===== config.mk =====
export PLATFORM = sky130hd
export DESIGN_NAME = irq5_ctrl
export DESIGN_NICKNAME = d
export VERILOG_FILES = /design/src/rtl/irq5_pkg.sv /design/src/rtl/irq5_edge_sync.sv /design/src/rtl/irq5_sources.sv /design/src/rtl/irq5_regif.sv /design/src/rtl/irq5_ctrl.sv
export SDC_FILE = /design/constraint.sdc
export NUM_CORES = 1
export LEC_CHECK = 0
export BUFFER_PORTS_ARGS = -buffer_cell sky130_fd_sc_hd__buf_2
export CORE_MARGIN = 3
export CORE_UTILIZATION = 34
export CTS_BUF_LIST = sky130_fd_sc_hd__clkbuf_4
export DETAILED_ROUTE_END_ITERATION = 7
export PLACE_DENSITY_LB_ADDON = 0.15
export SYNTH_ARGS = -nofsm -noshare
export SYNTH_HDL_FRONTEND = slang
export SYNTH_SLANG_ARGS = --single-unit

===== constraint.sdc =====
create_clock -name clk -period 1.1 [get_ports clk]
set_input_delay 0.11 -clock clk [delete_from_list [all_inputs] [get_ports clk]]
set_output_delay 0.11 -clock clk [all_outputs]
set_load 0.02 [all_outputs]

===== src/rtl/irq5_pkg.sv =====
package irq5_pkg;
  localparam int NSRC = 5;

  localparam int SRC_RDY1 = 0;
  localparam int SRC_RDY2 = 1;
  localparam int SRC_TC1  = 2;
  localparam int SRC_TC2  = 3;
  localparam int SRC_CNT  = 4;

  localparam int OFS_ENABLE = 0;
  localparam int OFS_STATUS = 1;
  localparam int OFS_CLEAR  = 2;

  typedef logic [NSRC-1:0] src_vec_t;

  // positions held in sticky flops (event sources)
  localparam src_vec_t STICKY_MASK = 5'b11100;

  function automatic logic sticky_next(logic q, logic clr, logic evt);
    return (q & ~clr) | evt;
  endfunction

  function automatic logic irq_any(src_vec_t st, src_vec_t en);
    return |(st & en);
  endfunction

  function automatic logic rise_of(logic now_v, logic before_v);
    return now_v & ~before_v;
  endfunction
endpackage


===== src/rtl/irq5_edge_sync.sv =====
module irq5_edge_sync #(
  parameter int STAGES = 2
) (
  input  logic clk,
  input  logic rst_n,
  input  logic din,
  output logic rise_o
);
  import irq5_pkg::*;

  localparam int LAST = STAGES - 1;

  logic [STAGES-1:0] sync_q;
  logic              prev_q;

  always_ff @(posedge clk or negedge rst_n) begin
    if (!rst_n) begin
      sync_q <= '0;
      prev_q <= 1'b0;
    end else begin
      sync_q <= {sync_q[STAGES-2:0], din};
      prev_q <= sync_q[LAST];
    end
  end

  assign rise_o = rise_of(sync_q[LAST], prev_q);
endmodule


===== src/rtl/irq5_sources.sv =====
module irq5_sources (
  input  logic                clk,
  input  logic                rst_n,
  input  irq5_pkg::src_vec_t  evt_i,
  input  irq5_pkg::src_vec_t  clr_i,
  output irq5_pkg::src_vec_t  sticky_o
);
  import irq5_pkg::*;

  for (genvar i = 0; i < NSRC; i++) begin : g_src
    if (STICKY_MASK[i]) begin : g_sticky
      logic bit_q;
      always_ff @(posedge clk or negedge rst_n) begin
        if (!rst_n) bit_q <= 1'b0;
        else        bit_q <= sticky_next(bit_q, clr_i[i], evt_i[i]);
      end
      assign sticky_o[i] = bit_q;
    end else begin : g_level
      assign sticky_o[i] = 1'b0;
    end
  end
endmodule


===== src/rtl/irq5_regif.sv =====
module irq5_regif #(
  parameter int ADDR_W = 2,
  parameter int DATA_W = 8
) (
  input  logic                clk,
  input  logic                rst_n,
  input  logic [ADDR_W-1:0]   bus_addr,
  input  logic                bus_wr,
  input  logic [DATA_W-1:0]   bus_wdata,
  input  irq5_pkg::src_vec_t  status_i,
  output irq5_pkg::src_vec_t  en_o,
  output logic                en_wr_o,
  output irq5_pkg::src_vec_t  clr_o,
  output logic [DATA_W-1:0]   bus_rdata
);
  import irq5_pkg::*;

  localparam int PAD_W = DATA_W - NSRC;

  logic     sel_en, sel_st, sel_clr;
  src_vec_t en_q;

  assign sel_en  = (bus_addr == ADDR_W'(OFS_ENABLE));
  assign sel_st  = (bus_addr == ADDR_W'(OFS_STATUS));
  assign sel_clr = (bus_addr == ADDR_W'(OFS_CLEAR));

  assign en_wr_o = bus_wr & sel_en;
  assign clr_o   = (bus_wr & sel_clr) ? (bus_wdata[NSRC-1:0] & STICKY_MASK) : '0;

  always_ff @(posedge clk or negedge rst_n) begin
    if (!rst_n)       en_q <= '0;
    else if (en_wr_o) en_q <= bus_wdata[NSRC-1:0];
  end

  assign en_o = en_q;

  always_comb begin
    bus_rdata = '0;
    if (sel_en)      bus_rdata = {{PAD_W{1'b0}}, en_q};
    else if (sel_st) bus_rdata = {{PAD_W{1'b0}}, status_i};
  end
endmodule


===== src/rtl/irq5_ctrl.sv =====
module irq5_ctrl #(
  parameter int ADDR_W      = 2,
  parameter int DATA_W      = 8,
  parameter int SYNC_STAGES = 2
) (
  input  logic              clk,
  input  logic              rst_n,
  input  logic [ADDR_W-1:0] bus_addr,
  input  logic              bus_wr,
  input  logic [DATA_W-1:0] bus_wdata,
  output logic [DATA_W-1:0] bus_rdata,
  input  logic              rdy_g1,
  input  logic              rdy_g2,
  input  logic              tc_g1,
  input  logic              tc_g2,
  input  logic              cnt_out,
  output logic              irq_o
);
  import irq5_pkg::*;

  logic     cnt_edge_w;
  src_vec_t evt_w, clr_w, sticky_w, status_w, en_w;
  logic     en_wr_w;
  logic     irq_q;

  irq5_edge_sync #(.STAGES(SYNC_STAGES)) u_edge (
    .clk(clk), .rst_n(rst_n), .din(cnt_out), .rise_o(cnt_edge_w)
  );

  always_comb begin
    evt_w          = '0;
    evt_w[SRC_TC1] = tc_g1;
    evt_w[SRC_TC2] = tc_g2;
    evt_w[SRC_CNT] = cnt_edge_w;
  end

  irq5_sources u_src (
    .clk(clk), .rst_n(rst_n), .evt_i(evt_w), .clr_i(clr_w), .sticky_o(sticky_w)
  );

  always_comb begin
    status_w           = sticky_w;
    status_w[SRC_RDY1] = rdy_g1;
    status_w[SRC_RDY2] = rdy_g2;
  end

  irq5_regif #(.ADDR_W(ADDR_W), .DATA_W(DATA_W)) u_regs (
    .clk(clk), .rst_n(rst_n), .bus_addr(bus_addr), .bus_wr(bus_wr),
    .bus_wdata(bus_wdata), .status_i(status_w), .en_o(en_w),
    .en_wr_o(en_wr_w), .clr_o(clr_w), .bus_rdata(bus_rdata)
  );

  always_ff @(posedge clk or negedge rst_n) begin
    if (!rst_n) irq_q <= 1'b0;
    else        irq_q <= irq_any(status_w, en_w);
  end

  assign irq_o = irq_q;
endmodule


* After elaboration in Yosys (flattened, before gate mapping)
Cells that the tools add are included.
** Operators by class
- Equality and inequality tests :: 2
- Mux-type cells :: 3
- Bitwise logic cells :: 14
- Reductions and logical operators :: 2
** Operator list (count)
- 2-to-1 mux 5 bit :: 3
- AND 1 bit :: 6
- AND 5 bit :: 1
- OR reduction 5 bit :: 1
- NOT 1 bit :: 4
- bitwise OR 1 bit :: 3
- equality test 2 x 1 -> 1 bit, second input constant :: 1
- equality test 2 bit, second input constant :: 1
- logical NOT 2 bit :: 1
** Storage, ports and cells
- Bits in registers :: 12
- Bits of input ports :: 18

* Logic depth before layout (Yosys ltp)
- Word-level depth :: 6
- Mapped depth :: 3
- Gate-level depth less buffers :: 2

* Hierarchy
Synthesis repeated with hierarchy kept, for this count alone.
** Second synthesis, totals
- Cell total of the unflattened synthesis :: 57
- Area total of the unflattened synthesis :: 640.6 µm²
** Modules (own cells, without submodules)
- irq5_regif :: times used 1, cells each 33, area an instance 351.6 µm², sequential area each 125.1 µm²
- irq5_sources :: times used 1, cells each 15, area an instance 150.1 µm², sequential area each 75.1 µm²
- irq5_edge_sync :: times used 1, cells each 4, area an instance 88.8 µm², sequential area each 75.1 µm²
- irq5_ctrl :: times used 1, cells each 5, area an instance 50.0 µm², sequential area each 25.0 µm²

* Least setup slack after synthesis
No wires, ideal clock.
- Kind :: input to register
- From :: input port bus_addr[1]
- To :: register u_regs.en_q[0] (netlist: u_regs.en_o[0])
- Setup time :: 0.125 ns
- Data arrival time :: 0.864 ns
- Required time :: 0.975 ns
- Setup slack :: 0.111 ns
- Cell stages on the path :: 3
- Buffers on the path :: 1
- Path through :: buf_4 -> nor3b_4 -> mux2_2
** Between the ends
- Longest elaborated chain between the ends :: 2
** Ends and longest elaborated chain
- start, declared :: line irq5_ctrl.sv:8 : input logic [ADDR_W-1:0] bus_addr,
- logical NOT 2 bit :: line irq5_regif.sv:23 : assign sel_en = (bus_addr == ADDR_W'(OFS_ENABLE));
- AND 1 bit :: line irq5_regif.sv:27 : assign en_wr_o = bus_wr & sel_en;
- end signal, assigned :: line irq5_regif.sv:32 : else if (en_wr_o) en_q <= bus_wdata[NSRC-1:0];
- end, declared :: line irq5_regif.sv:21 : src_vec_t en_q;
Every way passes these cells.
A chain may end at the register's enable or synchronous reset.

* Worst setup path in the final report
- From :: register u_src.g_src[4].g_sticky.bit_q
- To :: output port bus_rdata[4]
** Between the ends
- Longest elaborated chain between the ends :: 2
** Ends and longest elaborated chain
- start, declared :: line irq5_sources.sv:12 : logic bit_q;
- start signal, assigned :: line irq5_sources.sv:15 : else bit_q <= sticky_next(bit_q, clr_i[i], evt_i[i]);
- 2-to-1 mux 5 bit :: line irq5_regif.sv:40 : else if (sel_st) bus_rdata = {{PAD_W{1'b0}}, status_i};
- 2-to-1 mux 5 bit :: line irq5_regif.sv:39 : if (sel_en) bus_rdata = {{PAD_W{1'b0}}, en_q};
- end, declared :: line irq5_ctrl.sv:11 : output logic [DATA_W-1:0] bus_rdata,
Every way passes these cells.

==> summary.txt <==
STA
  – Min Tclk post-route: 1090 ps
  – Slew Limit Fails: 0
  – Fin Clk Skew: 0.913 ps
  – Final Hold Viols: 0
  – Max frequency: 919 MHz
  – Hold_ws: 22.8 ps
  – Final setup violation count: 0
  – Crit share post-route: 0.989
  – RSZ-0062 raised after global routing: yes

Final layout
  – ANT cells: 0
  – Area of the multi-input gates: 226 µm²
  – Layout Utilization: 0.508
  – Proportion of layout cells with a drive suffix above 1: 0.526
  – Most frequent cells in the layout: buf_2 (20), dfrtp_1 (12), buf_4 (12)
  – Register area: 300 µm²
  – Final nets: 98
  – Final Cell Area: 783 µm²
  – Area growth syn-to-layout: 38.8%
  – Most common cell after layout, fill and taps aside: buf_2
  – Fillers: 154

Critical path
  – CP Class: reg2out
  – Arrival time worst endpoint: 980 ps
  – Slowest-stage cell, CP: dfrtp_1
  – Cell chain of the critical path: mux2i_1 -> nor2_1 -> buf_2
  – Startpoint types: flip-flop
  – CP Capture Type: output port
  – Crit-path max FO: 2
  – Req. time, crit path: 990 ps
  – Worst path bufs/invs: 1
  – CP peak stage delay: 380 ps
  – Crit-path leading delay family: flip-flops

Clocking
  – H-tree depth: 1
  – Post_cts resized: 0
  – Sink Count: 12
  – Skew-Pair Late Insertion Delay: 260 ps
  – Root buf cell: clkbuf_4
  – Clock-pin slew of the registers on the worst-case setup and hold paths: 70 ps
  – Clk buf depth: 2
  – CTS Buf Count: 3
  – CTS tree: done

Floorplanning
  – Die height: 46.7 µm
  – Num ports: 27
  – Row count: 14
  – Core area: 0.00154 mm²
  – Total die area: 0.00218 mm²
  – Starting Density: 0.366
  – Die extent in x: 46.7 µm

Detailed routing
  – WL final: 1180 µm
  – Initial detailed-routing violation count: 4
  – ANT nets after route: 0
  – Avg WL per Cell: 12.6 µm
  – DRC viols: 0
  – Vias/cell: 4.78
  – Via count: 449
  – DRT Pass-1 Iters: 4

Logic synthesis
  – Netlist cell types: 15
  – Synth Area per Inst: 12.8 µm²
  – #FFs+latches synth: 12
  – Post-synthesis sequential area ratio: 0.532
  – Mapped Cells: 44
  – Synth Warn #: 0
  – Post-Syn Area: 564 µm²

Worst hold path
  – Hold Crit Class: in2reg

GRT
  – GR Util All Layers: 0.122
  – Initial antenna violation count: 0
  – Vias in the first global route: 439
  – Largest net degree at the start of global routing: 13
  – GRT overflow: 0
  – First-pass GRT wire length: 1820 µm

Power
  – Leak pwr: 0.391 nW
  – Total power per unit cell area: 1360 mW/mm²
  – VDD IR-drop max: 0.737 mV

Outcome
  – Status: finished, final reports clean

Place
  – IO buf count: 20
  – Routability Congestion: 0.703
  – Placed Area: 673 µm²
  – DP HPWL: 857 µm

Run
  – Max cap viols: 0
sequential cells by signal, summed over array words and instances, names as in the netlist:
signal / flops
irq_o: 1
u_edge.prev_q: 1
u_src.g_src.g_sticky.bit_q: 3
u_regs.en_o: 5
u_edge.sync_q: 2
worst register-to-register path: stages, from the launching register on:
cell and delay (ps):
dfrtp_1 380, buf_4 130, a222oi_1 320, nand2_1 90
layer usage:
metal,GRT usage,routed length [µm],up-vias
met5,0,0,-
met2,0.206,581,20
met1,0.154,487,209
li1,-,-,220
met4,0.0331,0,0
met3,0.0345,112,0
worst paths after layout:
check / from / slack [ps] / endpoint / depth (start not counted)
worst max-delay path: u_src.g_src[4].g_sticky.bit_q / 10 / bus_rdata[4] / 3
worst min-delay path: tc_g1 / 20 / u_src.g_src[2].g_sticky.bit_q / 2
worst max register to register: u_regs.en_o[0] / 60 / irq_o / 3
worst min register to register: u_edge.sync_q[0] / 350 / u_edge.sync_q[1] / 0
max in group asynchronous: rst_n / 660 / u_src.g_src[4].g_sticky.bit_q / 2
min in group asynchronous: rst_n / 240 / u_regs.en_o[1] / 2
per-stage QoR:
| stage | total power (W) | setup WS, ps | TNS [ps] | cells |
|---|---|---|---|---|
| 6_report | 0.00106 | 11.9 | 0 | 94 |
| 5_1_grt | 0.00114 | -59.3 | -294 | 94 |
| 4_1_cts | 0.00107 | -5.21 | -5.21 | 92 |
| 3_5_place_dp | 0.000756 | 18.0 | 0 | 80 |
| 3_3_place_gp | 0.000750 | 26.8 | 0 | 80 |
| 2_1_floorplan | 0.000679 | 111 | 0 | 46 |
layout make-up:
class / count / share of cell area
sequential: 12 / 0.383
multi-input combinational: 28 / 0.289
timing repair buffer: 34 / 0.268
clock buffer: 3 / 0.0288
tap: 16 / 0.0256
inverter: 1 / 0.00479
cells by family (layout without fill, tap and decap cells):
logic type | Yosys count | count (layout) | share of synthesized area
DFF | 12 | 12 | 0.532
muxes | 10 | 10 | 0.188
and+or+nand+nor | 10 | 10 | 0.120
buffers and inverters | 6 | 38 | 0.0798
AOI/OAI and AO/OA | 5 | 5 | 0.0732
other | 1 | 3 | 0.00665
what timing repair did:
action | CTS | global route
setup endpoints to repair | 5 | 6
buffers inserted | 7 | 2
endpoints found under the hold margin | 13 | 0
pin swaps | 0 | 2
hold buffers | 2 | 0
synth_stat cells (all sizes together):
cell,count,area share
dfrtp,12,0.53
buf,5,0.073
mux2,5,0.10
mux2i,5,0.089
nor2,5,0.033
nand4b,3,0.047
a21o,2,0.027
a222oi,1,0.018
a22o,1,0.016
a22oi,1,0.013
conb,1,0.0066
inv,1,0.0066
nand2,1,0.0066
nor3b,1,0.033
report_power, final:
part | internal, W | leakage (nW) | switching [W] | total (W)
Clock | 0.000126 | 0.0138 | 0.000124 | 0.000250
Combinational | 0.000158 | 0.245 | 0.000134 | 0.000292
Sequential | 0.000493 | 0.132 | 0.0000266 | 0.000520
Note: power is estimated with default switching activity, not from simulation.
